==> config.mk <==
export PLATFORM = sky130hd
export DESIGN_NAME = phy_mgmt_master
export DESIGN_NICKNAME = d
export VERILOG_FILES = /design/src/rtl/mdio_pkg.sv /design/src/rtl/mdc_gen.sv /design/src/rtl/frame_engine.sv /design/src/rtl/event_ctrl.sv /design/src/rtl/phy_mgmt_master.sv
export SDC_FILE = /design/constraint.sdc
export NUM_CORES = 1
export LEC_CHECK = 0
export CAP_MARGIN = 30
export CORE_MARGIN = 8
export CORE_UTILIZATION = 55
export DETAILED_ROUTE_END_ITERATION = 8
export DONT_BUFFER_PORTS = 1
export GPL_TIMING_DRIVEN = 0
export PLACE_DENSITY = 0.7
export SKIP_LAST_GASP = 1
export SLEW_MARGIN = 40
export SYNTH_ARGS = -nofsm -noshare
export SYNTH_HDL_FRONTEND = slang
export SYNTH_HIERARCHICAL = 1
export SYNTH_SLANG_ARGS = --single-unit
==> constraint.sdc <==
create_clock -name clk -period 6.3 [get_ports clk]
set_input_delay 0.63 -clock clk [delete_from_list [all_inputs] [get_ports clk]]
set_output_delay 0.63 -clock clk [all_outputs]
set_load 0.05 [all_outputs]
==> src/rtl/mdio_pkg.sv <==
package mdio_pkg;
  localparam int FRAME_W  = 32;
  localparam int PRE_LEN  = 32;
  localparam int DATA_W   = 16;
  localparam int TA_BITS  = 2;
  localparam int BIT_CNT  = PRE_LEN + FRAME_W;
  localparam int IDX_W    = $clog2(BIT_CNT);
  localparam int FIDX_W   = $clog2(FRAME_W);
  localparam int REL_IDX  = BIT_CNT - DATA_W - TA_BITS;
  localparam int CAP_IDX  = BIT_CNT - DATA_W;
  localparam logic [1:0] OP_READ = 2'b10;
endpackage

==> src/rtl/mdc_gen.sv <==
module mdc_gen #(
  parameter int SPEED_W = 6
) (
  input  logic               clk,
  input  logic               rst_n,
  input  logic               run,
  input  logic [SPEED_W-1:0] speed,
  output logic               mdc,
  output logic               rise_tick,
  output logic               fall_tick
);
  logic [SPEED_W-1:0] cnt_q, cnt_d;
  logic               mdc_q, mdc_d;

  always_comb begin
    cnt_d     = cnt_q;
    mdc_d     = mdc_q;
    rise_tick = 1'b0;
    fall_tick = 1'b0;
    if (!run || speed == '0) begin
      cnt_d = '0;
      mdc_d = 1'b0;
    end else if (cnt_q >= speed - SPEED_W'(1)) begin
      cnt_d     = '0;
      mdc_d     = !mdc_q;
      rise_tick = !mdc_q;
      fall_tick = mdc_q;
    end else begin
      cnt_d = cnt_q + SPEED_W'(1);
    end
  end

  always_ff @(posedge clk or negedge rst_n) begin
    if (!rst_n) begin
      cnt_q <= '0;
      mdc_q <= 1'b0;
    end else begin
      cnt_q <= cnt_d;
      mdc_q <= mdc_d;
    end
  end

  assign mdc = mdc_q;
endmodule

==> src/rtl/frame_engine.sv <==
module frame_engine
  import mdio_pkg::*;
(
  input  logic               clk,
  input  logic               rst_n,
  input  logic               start,
  input  logic [FRAME_W-1:0] wdata,
  input  logic               rise_tick,
  input  logic               fall_tick,
  input  logic               mdio_i,
  output logic               busy,
  output logic [FRAME_W-1:0] frame_q,
  output logic               mdio_o,
  output logic               mdio_oe,
  output logic               done
);
  logic               busy_q, busy_d;
  logic [IDX_W-1:0]   idx_q, idx_d;
  logic [FRAME_W-1:0] frm_q, frm_d;
  logic [DATA_W-1:0]  rd_q, rd_d;
  logic               is_read, released, cap_win, last_bit;
  logic [FIDX_W-1:0]  fsel;
  logic               cur_bit;

  assign is_read  = (frm_q[FRAME_W-3 -: 2] == OP_READ);
  assign released = is_read && (idx_q >= IDX_W'(REL_IDX));
  assign cap_win  = idx_q >= IDX_W'(CAP_IDX);
  assign last_bit = idx_q == IDX_W'(BIT_CNT - 1);
  assign fsel     = FIDX_W'(IDX_W'(BIT_CNT - 1) - idx_q);
  assign cur_bit  = (idx_q < IDX_W'(PRE_LEN)) ? 1'b1 : frm_q[fsel];

  always_comb begin
    busy_d = busy_q;
    idx_d  = idx_q;
    frm_d  = frm_q;
    rd_d   = rd_q;
    done   = 1'b0;
    if (start && !busy_q) begin
      busy_d = 1'b1;
      idx_d  = '0;
      frm_d  = wdata;
    end else if (busy_q) begin
      if (rise_tick && cap_win) begin
        rd_d = {rd_q[DATA_W-2:0], mdio_i};
      end
      if (fall_tick) begin
        if (last_bit) begin
          busy_d = 1'b0;
          done   = 1'b1;
          if (is_read) begin
            frm_d[DATA_W-1:0] = rd_q;
          end
        end else begin
          idx_d = idx_q + IDX_W'(1);
        end
      end
    end
  end

  always_ff @(posedge clk or negedge rst_n) begin
    if (!rst_n) begin
      busy_q <= 1'b0;
      idx_q  <= '0;
      frm_q  <= '0;
      rd_q   <= '0;
    end else begin
      busy_q <= busy_d;
      idx_q  <= idx_d;
      frm_q  <= frm_d;
      rd_q   <= rd_d;
    end
  end

  assign busy    = busy_q;
  assign frame_q = frm_q;
  assign mdio_o  = busy_q ? cur_bit : 1'b1;
  assign mdio_oe = busy_q && !released;
endmodule

==> src/rtl/event_ctrl.sv <==
module event_ctrl (
  input  logic clk,
  input  logic rst_n,
  input  logic done,
  input  logic evt_clear,
  input  logic irq_mask,
  output logic evt_flag,
  output logic irq
);
  logic evt_q, evt_d;

  always_comb begin
    evt_d = evt_q;
    if (done) begin
      evt_d = 1'b1;
    end else if (evt_clear) begin
      evt_d = 1'b0;
    end
  end

  always_ff @(posedge clk or negedge rst_n) begin
    if (!rst_n) begin
      evt_q <= 1'b0;
    end else begin
      evt_q <= evt_d;
    end
  end

  assign evt_flag = evt_q;
  assign irq      = evt_q & irq_mask;
endmodule

==> src/rtl/phy_mgmt_master.sv <==
module phy_mgmt_master
  import mdio_pkg::*;
#(
  parameter int SPEED_W = 6
) (
  input  logic               clk,
  input  logic               rst_n,
  input  logic               frame_wr,
  input  logic [31:0]        frame_wdata,
  input  logic [SPEED_W-1:0] speed,
  input  logic               evt_clear,
  input  logic               irq_mask,
  input  logic               mdio_i,
  output logic [31:0]        frame_q,
  output logic               busy,
  output logic               evt_flag,
  output logic               irq,
  output logic               mdc,
  output logic               mdio_o,
  output logic               mdio_oe
);
  logic rise_tick, fall_tick, done, busy_w;

  mdc_gen #(.SPEED_W(SPEED_W)) u_clk (
    .clk       (clk),
    .rst_n     (rst_n),
    .run       (busy_w),
    .speed     (speed),
    .mdc       (mdc),
    .rise_tick (rise_tick),
    .fall_tick (fall_tick)
  );

  frame_engine u_frame (
    .clk       (clk),
    .rst_n     (rst_n),
    .start     (frame_wr),
    .wdata     (frame_wdata),
    .rise_tick (rise_tick),
    .fall_tick (fall_tick),
    .mdio_i    (mdio_i),
    .busy      (busy_w),
    .frame_q   (frame_q),
    .mdio_o    (mdio_o),
    .mdio_oe   (mdio_oe),
    .done      (done)
  );

  event_ctrl u_evt (
    .clk       (clk),
    .rst_n     (rst_n),
    .done      (done),
    .evt_clear (evt_clear),
    .irq_mask  (irq_mask),
    .evt_flag  (evt_flag),
    .irq       (irq)
  );

  assign busy = busy_w;
endmodule

# == After elaboration in Yosys (flattened, before gate mapping) ==
# Cells that the tools add are included.
# classes
bitwise_logic,2
n_reduce_logical,18
order_cmp,5
mux,31
n_eq_ne,3
n_addsub,4
# ops
op,count
2-to-1 mux 16 bit,5
2-to-1 mux 6 bit,6
2-to-1 mux 1 bit,19
adder 6 x 1 -> 6 bit (second input constant),2
greater-or-equal comparator 6 bit (second input constant),2
nonzero test 2 bit,6
== test 6 bit (second input constant),1
greater-or-equal comparator 6 bit,1
logical NOT 6 bit,1
less-than comparator 5 x 6 -> 1 bit (second input constant),1
less-than comparator 6 bit (second input constant),1
AND reduction 3 bit,2
subtractor 6 x 1 -> 6 bit (second input constant),1
binary-select mux 1 bit (select 5 bit),1
subtractor 5 bit (first input constant),1
logical AND 1 bit,4
AND reduction 4 bit,1
logical NOT 1 bit,3
== test 2 bit (second input constant),1
!= test 2 bit (second input constant),1
AND 1 bit,1
logical OR 1 bit,1
inverter 1 bit,1
# totals
word_cells,71
ff_bits,63

# == Longest topological paths before layout ==
# logic_depth
word_depth,8
depth_mapped,14

# == By module ==
# Netlist, hierarchy kept.
# by_module_without_submodules
module,area_each_um2,seq_area_each_um2,instances,cells_per_inst
frame_engine,2641.3,1376.3,1,214
mdc_gen,539.3,175.2,1,58
event_ctrl,42.5,25.0,1,4

# == Worst setup path before layout ==
# OpenSTA, ideal clock, no wires.
# synth_timing
kind,input to register
start,input port speed[4]
end,register u_frame.frm_q[0] (netlist: u_frame/frame_q[0])
cell_stages,12
path_slack_ps,3097
setup_time_ps,135
t_arrival_ps,3068
n_path_buf,1
cell_sequence,or3_1 -> nor3_1 -> xnor2_1 -> ha_1 -> a21oi_1 -> o21a_1 -> o21a_1 -> and3b_1 -> and2_1 -> a41oi_1 -> clkbuf_1 -> o21ai_0
# synth_between
elab_chain_cells,6
elab_cells_between_ends,8
classes_between,add/sub (1); order compare (1); mux (2); reduce/logical (4)
# synth_lines
element,line,text
from (decl),phy_mgmt_master.sv:10,"input logic [SPEED_W-1:0] speed,"
subtractor 6 x 1 -> 6 bit,mdc_gen.sv:23,end else if (cnt_q >= speed - SPEED_W'(1)) begin
greater-or-equal comparator 6 bit,mdc_gen.sv:23,
2-to-1 mux 1 bit,mdc_gen.sv:23,
2-to-1 mux 1 bit (*),mdc_gen.sv:20,if (!run || speed == '0) begin
net fall_tick,phy_mgmt_master.sv:22,"logic rise_tick, fall_tick, done, busy_w;"
nonzero test 2 bit (no line) (*),-,
AND reduction 4 bit (no line) (*),-,
to (signal assigned),frame_engine.sv:69,frm_q <= frm_d;
to (decl),frame_engine.sv:19,"logic [FRAME_W-1:0] frm_q, frm_d;"
# The timed path passes the listed nets; every way through them passes the cells marked *.
# A chain may end at the register's enable or synchronous reset.

# == Worst setup path after layout ==
# layout_timing
start,input port speed[4]
end,register u_frame.frm_q[10] (netlist: u_frame/frame_q[10])
# The elaborated chain is that of the path after synthesis.

==> flow_summary_export.csv <==
group,metric,value,unit
clock_tree,cts_buffers,9,
sta,max_slew_margin,48.8,%
synthesis,synth_nets,330,
sta,fin_crit_sh,53.4,%
cells_and_area,final_layout_size_suffix_gt1_share,20.8,%
sta,rsz0062_at_grt,"false",
critical_path,worstSetupStartpointType,"input port",
cells_and_area,finalInstanceArea,0.00354,mm2
detailed_routing,first_pass_iters,4,
grt,track_usage,16.5,%
cells_and_area,most-common-layout-cells,"dfrtp_1 (63), mux2_2 (33), nand2_1 (25), mux2i_1 (25), o21ai_0 (17)",
synthesis,ys_seq_area_share,48.9,%
critical_path,cp-end-kind,"flip-flop",
critical_path,path_cells,"or3_1 -> nor3_1 -> xnor2_1 -> ha_1 -> a21oi_1 -> o21a_1 -> o21a_1 -> and3b_1 -> and2_1 -> a41oi_1 -> clkbuf_1 -> nand2_1 -> o21ai_0",
critical_path,crit_fanout,10,
power,vdd_drop_max,0.179,mV
synthesis,netlist_instances,276,
clock_tree,cts.sinks,63,
synthesis,synth_ff_type,"dfrtp_1",
clock_tree,root_buffer,"clkbuf_8",
grt,grt_overflow,0,
run,maxCapViolations,0,
cells_and_area,n_antenna_cell,0,
critical_path,cp_slowest_cell,"clkbuf_1",
synthesis,yosys.cell_types.count,40,
placement,port_buffers,0,
sta,tightest_slew,0.767,ns
synthesis,syn-mean-instance-area,11.7,um2
cells_and_area,areaGrowthSynthToFinish,9.82,%
synthesis,synth_edf_count,0,
placement,dpl.hpwl,5130,um
min_path,hp-class,"in -> async",
clock_tree,clk_latency,0.33,ns
cells_and_area,fillers,482,
critical_path,cp_common_cell,"o21a_1",
clock_tree,cts_tree,"done",
detailed_routing,routed_wl,6950,um
grt,first_global_vias,2152,
synthesis,yosys_warnings,6,
floorplan,die_h,92.6,um
floorplan,dieArea,0.00857,mm2
critical_path,cp_data_required_time,6.54,ns
synthesis,syn_area,0.00322,mm2
detailed_routing,wl_met2,3440,um
detailed_routing,vias,2117,
clock_tree,cts_resized,0,
outcome,status,"finished clean",
cells_and_area,fin_nets,342,
cells_and_area,layout.cells.most_common,"dfrtp_1",
clock_tree,path_clk_slew,0.07,ns
cells_and_area,multi_input_area,0.00154,mm2
power,powerDensity,337,mW/mm2
sta,hold_viol_final,0,
clock_tree,htreeDepth,3,
sta,finalSetupTns,0,ns
placement,placed_area,0.00332,mm2
detailed_routing,dr_wl_met3,618,um
floorplan,design.core.area,0.00578,mm2
placement,place.gp.congestion,0.887,
sta,layout_setup_ws,2.93,ns
power,power,1.19,mW
detailed_routing,drc_errors,0,
placement,place_ws,2.63,ns
detailed_routing,drtIter0Drc,140,
critical_path,crit_arrival,3.61,ns
grt,antenna_found_initial,0,
cells_and_area,fin_util,61.2,%
critical_path,critPathMaxStageDelay,0.44,ns
detailed_routing,routed_via_density,5.75,
clock_tree,clk_path_buf_depth,2,
floorplan,start_util,55.8,%
detailed_routing,wl_met1,2820,um
detailed_routing,highest_layer,"met4",
sta,drv_slew,0,
synthesis,async_flop_share,100,%
detailed_routing,wl_per_cell,18.9,um
floorplan,num_rows,28,
critical_path,worstSetupPathType,"in -> reg",
grt,grt_max_degree,64,
sta,clock_skew,0.0104,ns
sta,setup_viol,0,
detailed_routing,ant_nets,0,
sta,maxClockFrequency,297,MHz
synthesis,synth_seq_cells,63,
grt,grt_pass1_wl,11100,um
sta,fin_crit,3.37,ns
power,p_leak,1.59,nW
floorplan,io_pins,82,
floorplan,die_x,92.6,um
cells_and_area,regArea,0.00158,mm2
==> stage by stage <==
step	hold WS, ns	instances
3_3_place_gp	0.337	351
2_1_floorplan	0.334	276
6_report	0.152	368
4_1_cts	0.167	368
5_1_grt	0.173	368
3_5_place_dp	0.337	351
==> power breakdown <==
| group | internal (mW) | switching (mW) |
|---|---|---|
| Sequential | 0.450 | 0.124 |
| Clock | 0.193 | 0.147 |
| Combinational | 0.139 | 0.139 |
==> cell usage after synthesis, types with 3 or more instances <==
master,instances,area share [%]
dfrtp_1,63,49
mux2_2,33,12
mux2i_1,25,7.8
nand2_1,25,2.9
o21ai_0,17,2.6
nor2_1,16,1.9
ha_1,10,3.9
xnor2_1,9,2.4
buf_2,8,1.2
inv_1,7,0.82
nand2b_1,5,0.97
a21oi_1,4,0.62
nand3_1,4,0.62
nor2b_1,4,0.78
and2_1,3,0.58
and3b_1,3,0.82
clkbuf_1,3,0.35
nor3_1,3,0.47
o21a_1,3,0.70
xor2_1,3,0.82
==> logic make-up after synthesis <==
family / synth area share (%)
multiplexers: 22.3
flip-flops: 48.9
XOR/XNOR: 3.26
adder cells (fa/ha/maj): 3.88
AND/OR/NAND/NOR: 10.7
AO/OA/AOI/OAI: 7.57
buffers and inverters: 3.38
==> worst max-delay path, delay by kind of cell <==
| kind | cells | cell delay, ns |
|---|---|---|
| AOI/OAI and AO/OA | 5 | 1.05 |
| xor gates and xnor gates | 1 | 0.15 |
| adders and majority gates | 1 | 0.27 |
| buffers and inverters | 1 | 0.44 |
| and+or+nand+nor | 5 | 1.06 |
==> path summary, 6_finish.rpt <==
kind	start	to	slack (ns)	depth (start not counted)
min reg2reg	u_frame/rd_q[15]	u_frame/rd_q[15]	0.50	1
min	rst_n	u_frame/frame_q[20]	0.15	1
min in group clk	frame_wdata[23]	u_frame/frame_q[23]	0.44	1
max	speed[4]	u_frame/frame_q[10]	2.93	13
max in group asynchronous	rst_n	u_frame/frame_q[22]	5.87	1
max reg2reg	u_clk/cnt_q[0]	u_frame/frame_q[10]	3.40	11
==> state kept, by name, summed over array words and instances (netlist names) <==
register / count
u_frame/rd_q: 16
u_frame/frame_q: 32
u_evt/evt_flag: 1
u_clk/cnt_q: 6
u_clk/mdc: 1
u_frame/busy: 1
u_frame/idx_q: 6
==> layer usage <==
metal  vias to the layer above  GRT usage [%]
met3                         5           6.47
met1                      1035           18.7
met4                         0           7.38
met5                         -              0
met2                        66           27.1
li1                       1011              -
==> final cells by class <==
class                           count  area share (%)
Inverter                            7           0.742
Clock buffer                       13            4.21
Timing Repair Buffer                1           0.778
Tap cell                           75            2.65
Buffer                             13            2.33
Clock inverter                      3            1.20
Sequential cell                    63            44.5
Multi-Input combinational cell    193            43.5
==> what timing repair did <==
item / 4_1_cts / 5_1_grt
hold buffers: 1 / 0
setup buffers: 0 / 0
hold endpoints to repair: 63 / 0
(Power assumes the default switching activity.)
